### src/rtl/conv_sched_pkg.sv
package conv_sched_pkg;

  typedef enum logic [2:0] {
    ST_SLEEP = 3'd0,  // converter off, waiting for a mode change or trigger
    ST_WAKE  = 3'd1,  // wake-up delay after shutdown/single-shot exit
    ST_CONV  = 3'd2,  // converter powered and converting
    ST_IDLE  = 3'd3,  // converter off, waiting for the period to elapse
    ST_HOLD  = 3'd4   // serial access in progress, conversion abandoned
  } sched_st_e;

  typedef struct packed {
    sched_st_e nxt;
    logic      start;
    logic      load;
  } sched_step_t;

  // Counter width needed to hold 0 .. lim-1.
  function automatic int unsigned cnt_width(input int unsigned lim);
    return (lim < 2) ? 1 : $clog2(lim);
  endfunction

  // One scheduling step: next state and the events fired on this edge.
  function automatic sched_step_t sched_step(
    input sched_st_e st,
    input logic      sd,
    input logic      os,
    input logic      busy,
    input logic      sdone,
    input logic      trig,
    input logic      cdone,
    input logic      phit,
    input logic      whit
  );
    sched_step_t r;
    r.nxt   = st;
    r.start = 1'b0;
    r.load  = 1'b0;
    if (sd) begin
      r.nxt = ST_SLEEP;
    end else begin
      case (st)
        ST_SLEEP: begin
          if (os) begin
            if (trig) begin
              r.nxt   = ST_CONV;
              r.start = 1'b1;
            end
          end else begin
            r.nxt = ST_WAKE;
          end
        end
        ST_WAKE: begin
          if (os) begin
            r.nxt = ST_SLEEP;
          end else if (whit) begin
            r.nxt   = ST_CONV;
            r.start = 1'b1;
          end
        end
        ST_CONV: begin
          if (os) begin
            if (cdone) begin
              r.nxt  = ST_SLEEP;
              r.load = 1'b1;
            end
          end else if (sdone) begin
            r.start = 1'b1;
          end else if (busy) begin
            r.nxt = ST_HOLD;
          end else if (cdone) begin
            r.nxt  = ST_IDLE;
            r.load = 1'b1;
          end
        end
        ST_IDLE: begin
          if (os) begin
            r.nxt = ST_SLEEP;
          end else if (sdone || (!busy && phit)) begin
            r.nxt   = ST_CONV;
            r.start = 1'b1;
          end else if (busy) begin
            r.nxt = ST_HOLD;
          end
        end
        ST_HOLD: begin
          if (os) begin
            r.nxt = ST_SLEEP;
          end else if (sdone || !busy) begin
            r.nxt   = ST_CONV;
            r.start = 1'b1;
          end
        end
        default: r.nxt = ST_SLEEP;
      endcase
    end
    return r;
  endfunction

endpackage

### src/rtl/conv_sched_tick.sv
module conv_sched_tick #(
  parameter int unsigned LIMIT = 4
) (
  input  logic clk,
  input  logic rst_n,
  input  logic clr,
  input  logic en,
  output logic hit
);
  localparam int unsigned CW = conv_sched_pkg::cnt_width(LIMIT);
  localparam logic [CW-1:0] LAST = CW'(LIMIT - 1);

  logic [CW-1:0] cnt;

  always_ff @(posedge clk) begin
    if (!rst_n)              cnt <= '0;
    else if (clr)            cnt <= '0;
    else if (en && cnt != LAST) cnt <= cnt + 1'b1;
  end

  assign hit = (cnt == LAST);

  AST_TICK_SATURATES: assert property (@(posedge clk) disable iff (!rst_n)
    (hit && !clr) |=> hit);

endmodule

### src/rtl/conv_sched_fsm.sv
module conv_sched_fsm
  import conv_sched_pkg::*;
(
  input  logic      clk,
  input  logic      rst_n,
  input  logic      cfg_shutdown,
  input  logic      cfg_oneshot,
  input  logic      ser_busy,
  input  logic      ser_done,
  input  logic      oneshot_trig,
  input  logic      conv_done,
  input  logic      period_hit,
  input  logic      wake_hit,
  output sched_st_e st,
  output logic      start_evt,
  output logic      conv_start,
  output logic      result_load,
  output logic      pwr_en
);
  sched_step_t step;

  always_comb begin
    step = sched_step(st, cfg_shutdown, cfg_oneshot, ser_busy, ser_done,
                      oneshot_trig, conv_done, period_hit, wake_hit);
  end

  assign start_evt = step.start;

  always_ff @(posedge clk) begin
    if (!rst_n) begin
      st          <= ST_SLEEP;
      conv_start  <= 1'b0;
      result_load <= 1'b0;
    end else begin
      st          <= step.nxt;
      conv_start  <= step.start;
      result_load <= step.load;
    end
  end

  assign pwr_en = (st == ST_CONV);

  AST_START_POWERED: assert property (@(posedge clk) disable iff (!rst_n)
    conv_start |-> pwr_en);

  AST_LOAD_AFTER_POWER: assert property (@(posedge clk) disable iff (!rst_n)
    result_load |-> !pwr_en);

  AST_LOAD_SINGLE: assert property (@(posedge clk) disable iff (!rst_n)
    result_load |=> !result_load);

  AST_SERDONE_RESTARTS: assert property (@(posedge clk) disable iff (!rst_n)
    $past(ser_done && !cfg_shutdown && !cfg_oneshot &&
          (st == ST_CONV || st == ST_IDLE || st == ST_HOLD)) |-> conv_start);

  AST_BUSY_NO_LOAD: assert property (@(posedge clk) disable iff (!rst_n)
    $past(ser_busy && !ser_done && !cfg_oneshot) |-> !result_load);

  AST_SHUTDOWN_QUIET: assert property (@(posedge clk) disable iff (!rst_n)
    $past(cfg_shutdown) |-> (!conv_start && !pwr_en && !result_load));

  AST_TRIG_STARTS: assert property (@(posedge clk) disable iff (!rst_n)
    $past(oneshot_trig && cfg_oneshot && !cfg_shutdown && st == ST_SLEEP)
      |-> conv_start);

endmodule

### src/rtl/conv_sched.sv
module conv_sched #(
  parameter int unsigned PERIOD_TICKS = 100000,
  parameter int unsigned WAKE_TICKS   = 1700
) (
  input  logic clk,
  input  logic rst_n,
  input  logic cfg_shutdown,
  input  logic cfg_oneshot,
  input  logic ser_busy,
  input  logic ser_done,
  input  logic oneshot_trig,
  input  logic conv_done,
  output logic pwr_en,
  output logic conv_start,
  output logic result_load
);
  import conv_sched_pkg::*;

  sched_st_e st;
  logic      start_evt;
  logic      period_hit;
  logic      wake_hit;
  logic      in_wake;

  assign in_wake = (st == ST_WAKE);

  // Period measured from the most recent conversion start.
  conv_sched_tick #(.LIMIT(PERIOD_TICKS)) u_period (
    .clk   (clk),
    .rst_n (rst_n),
    .clr   (start_evt),
    .en    (1'b1),
    .hit   (period_hit)
  );

  // Wake-up delay, counted only while waking.
  conv_sched_tick #(.LIMIT(WAKE_TICKS)) u_wake (
    .clk   (clk),
    .rst_n (rst_n),
    .clr   (!in_wake),
    .en    (in_wake),
    .hit   (wake_hit)
  );

  conv_sched_fsm u_fsm (
    .clk          (clk),
    .rst_n        (rst_n),
    .cfg_shutdown (cfg_shutdown),
    .cfg_oneshot  (cfg_oneshot),
    .ser_busy     (ser_busy),
    .ser_done     (ser_done),
    .oneshot_trig (oneshot_trig),
    .conv_done    (conv_done),
    .period_hit   (period_hit),
    .wake_hit     (wake_hit),
    .st           (st),
    .start_evt    (start_evt),
    .conv_start   (conv_start),
    .result_load  (result_load),
    .pwr_en       (pwr_en)
  );

endmodule

### config.mk
export PLATFORM = sky130hd
export DESIGN_NAME = conv_sched
export DESIGN_NICKNAME = d
export VERILOG_FILES = /design/src/rtl/conv_sched_pkg.sv /design/src/rtl/conv_sched_tick.sv /design/src/rtl/conv_sched_fsm.sv /design/src/rtl/conv_sched.sv
export SDC_FILE = /design/constraint.sdc
export NUM_CORES = 1
export LEC_CHECK = 0
export ABC_AREA = 1
export ABC_CLOCK_PERIOD_IN_PS = 4900
export BUFFER_PORTS_ARGS = -buffer_cell sky130_fd_sc_hd__buf_2
export CAP_MARGIN = 5
export CORE_ASPECT_RATIO = 1.75
export CORE_MARGIN = 2
export CORE_UTILIZATION = 30
export DETAILED_ROUTE_END_ITERATION = 10
export MAX_ROUTING_LAYER = met4
export SLEW_MARGIN = 30
export SYNTH_ARGS = -nofsm -noshare
export SYNTH_HDL_FRONTEND = slang
export SYNTH_SLANG_ARGS = --single-unit
### constraint.sdc
create_clock -name clk -period 4.9 [get_ports clk]
set_input_delay 0.49 -clock clk [delete_from_list [all_inputs] [get_ports clk]]
set_output_delay 0.49 -clock clk [all_outputs]
set_load 0.005 [all_outputs]
==> results.txt <==
CP max FO: 10
worst path bufs/invs: 0
CP Cell Sequence: ha_1 > nand4_1 > nor2_2 > nor2_2 > nand4_1 > o21ai_0 > nand2_1 > nor2_1
H-tree level count: 2
final core occ: 35.1%
Reg clk slew, reported paths: 0.08 ns
slowest CP cell: dfxtp_1
number of port buffers: 10
DRC: 0
Setup TNS Final: 0 ns
Area Growth Syn to Fin: 12.9%
hold slack: 0.454 ns
clock skew: 0.0131 ns
RePlAce Congestion: 0.899
MaxCap Viol Count: 0
CTS tree: done
Post-Layout Cell Count: 370
Inst Count DP: 362
Seq/Total Area, Yosys: 35.9%
Pre-antenna DRT Iters: 6
Num Clock Sinks: 33
WL final: 4060 um
max_slew headroom: 66.0%
Final Max Tran Viols: 0
post-cts sizing count: 0
ANT cells: 0
DR WL/cell: 11.0 um
hpwl dp: 3130 um
CP required: 5.12 ns
final setup vio count: 0
worst skew pair latency: 0.29 ns
core area: 5930 um2
fraction of layout cells with a size suffix above 1: 10.6%
cts bufs inserted: 5
worst min path class: in -> reg
Lkg Pwr: 0.771 nW
total power: 540 uW
Mapped Nets: 285
Max Buffers Root-to-Sink: 2
die width: 63.2 um
final hold violations: 0
DRT iter0 DRCs: 36
Die H: 108 um
die footprint: 6800 um2
pin count of the biggest net entering global routing: 18
Synth Cell Area: 1840 um2
Overflow after GRT: 0
CP max stage delay: 0.35 ns
status: finished, final reports clean
root buffer cell: clkbuf_8
most frequent cells in the layout: nand2_1 (57), nor2_1 (45), inv_1 (42)
fmax: 0.549 GHz
total number of vias: 1,696
maximum VDD drop: 0.000121 V
RSZ-0062 raised after global routing: false
Core Rows: 37
first-pass GRT wire length: 7130 um
initial core utilization: 31.0%
Post-Synthesis Cells: 275
All-Layer GR Usage: 13.7%
Netlist cell types: 23
family with the most delay on the worst path: simple AND/OR/NAND/NOR gates
synth warn: 0
number of antenna violations at the first check in global routing: 0
Crit Path Category: reg -> reg
commonest non-fill, non-tap cell in the layout: nand2_1
number of global-route vias before repair: 1,677
# IOs: 11
Crit. End Element: register
Slew @ Worst Pin: 0.509 ns
setup bufs post-CTS: 0
power per cell area: 260 nW/um2
Worst EP arrival: 2.04 ns
FF+latch count, synth: 33
min cycle time layout: 1.82 ns
crit start category: register
Tcrit/Tclk final: 37.2%
cts hold-fix bufs: 0
Avg Inst Size Synth: 6.69 um2
vias per inst: 4.58
nets: 301
ANT nets after route: 0
## routing by layer
layer / vias up / track usage [%] / share of wire (%) / routed length (um)
met5: - / - / 0 / 0
met4: 0 / 8.07 / 2.8 / 112
met3: 10 / 3.45 / 3.0 / 121
met2: 22 / 25.2 / 55 / 2220
met1: 765 / 12.6 / 40 / 1610
li1: 899 / - / - / -
## where the power goes
group | switching, mW | leakage, nW | total (mW) | internal, mW
combinational | 0.0240 | 0.450 | 0.0370 | 0.0130
sequential | 0.00295 | 0.267 | 0.275 | 0.272
clock | 0.101 | 0.0542 | 0.228 | 0.127
## worst min-delay path: stages
cell and delay, ns:
buf_2 0.09, inv_1 0.06, nor4_1 0.05
## registers in the layout, indices dropped and copies added (netlist names)
| signal | flops |
|---|---|
| u_fsm.conv_start | 1 |
| u_wake.cnt | 11 |
| u_fsm.result_load | 1 |
| u_fsm.st | 3 |
| u_period.cnt | 17 |
## final cells by class
| class | count | area [um2] |
|---|---|---|
| clock buffers | 7 | 96.3 |
| multi-input cells | 197 | 1000 |
| repair buffers | 10 | 50.0 |
| clock inverters | 1 | 5.00 |
| fillers | 700 | 3850 |
| flip-flops and latches | 33 | 661 |
| inverters | 44 | 165 |
| well taps | 78 | 97.6 |
## kinds of logic (layout without fill, tap and decap cells)
group	Yosys count	after routing	synth area share, %
fa+ha+maj	2	2	1.36
flops	33	33	35.9
simple gates	156	156	38.9
xor+xnor	16	16	7.62
buf+inv	45	62	9.59
compound gates	22	22	5.99
mux	1	1	0.612
## cells in the mapped netlist, drive strengths merged
master	n	area, um2
ha	2	25.0
xor2	11	96.3
nand2	61	244
nor3	12	60.1
mux2	1	11.3
nand4	9	56.3
xnor2	5	43.8
nor2	48	193
nand3b	1	7.51
dfxtp	33	661
o21ai	7	35.0
nor4	6	37.5
nand3	19	118
buf	1	11.3
a21oi	15	75.1
inv	44	165
## stage by stage
step                setup WS [ns]  instance area (um2)
floorplan                    3.28                 1840
global placement             3.11                 1980
detailed placement           3.08                 1980
CTS                          3.07                 2080
global route                 2.88                 2080
finish                       3.08                 2080
## worst paths after layout
path	from	slack (ns)	cells after the start	end
worst max-delay path	u_wake.cnt[0]	3.08	8	u_wake.cnt[6]
worst min-delay path	conv_done	0.45	3	u_fsm.result_load
worst max register to register	u_wake.cnt[0]	3.08	8	u_wake.cnt[6]
worst min register to register	u_wake.cnt[8]	0.50	2	u_wake.cnt[8]
Note: power is estimated with default switching activity, not from simulation.
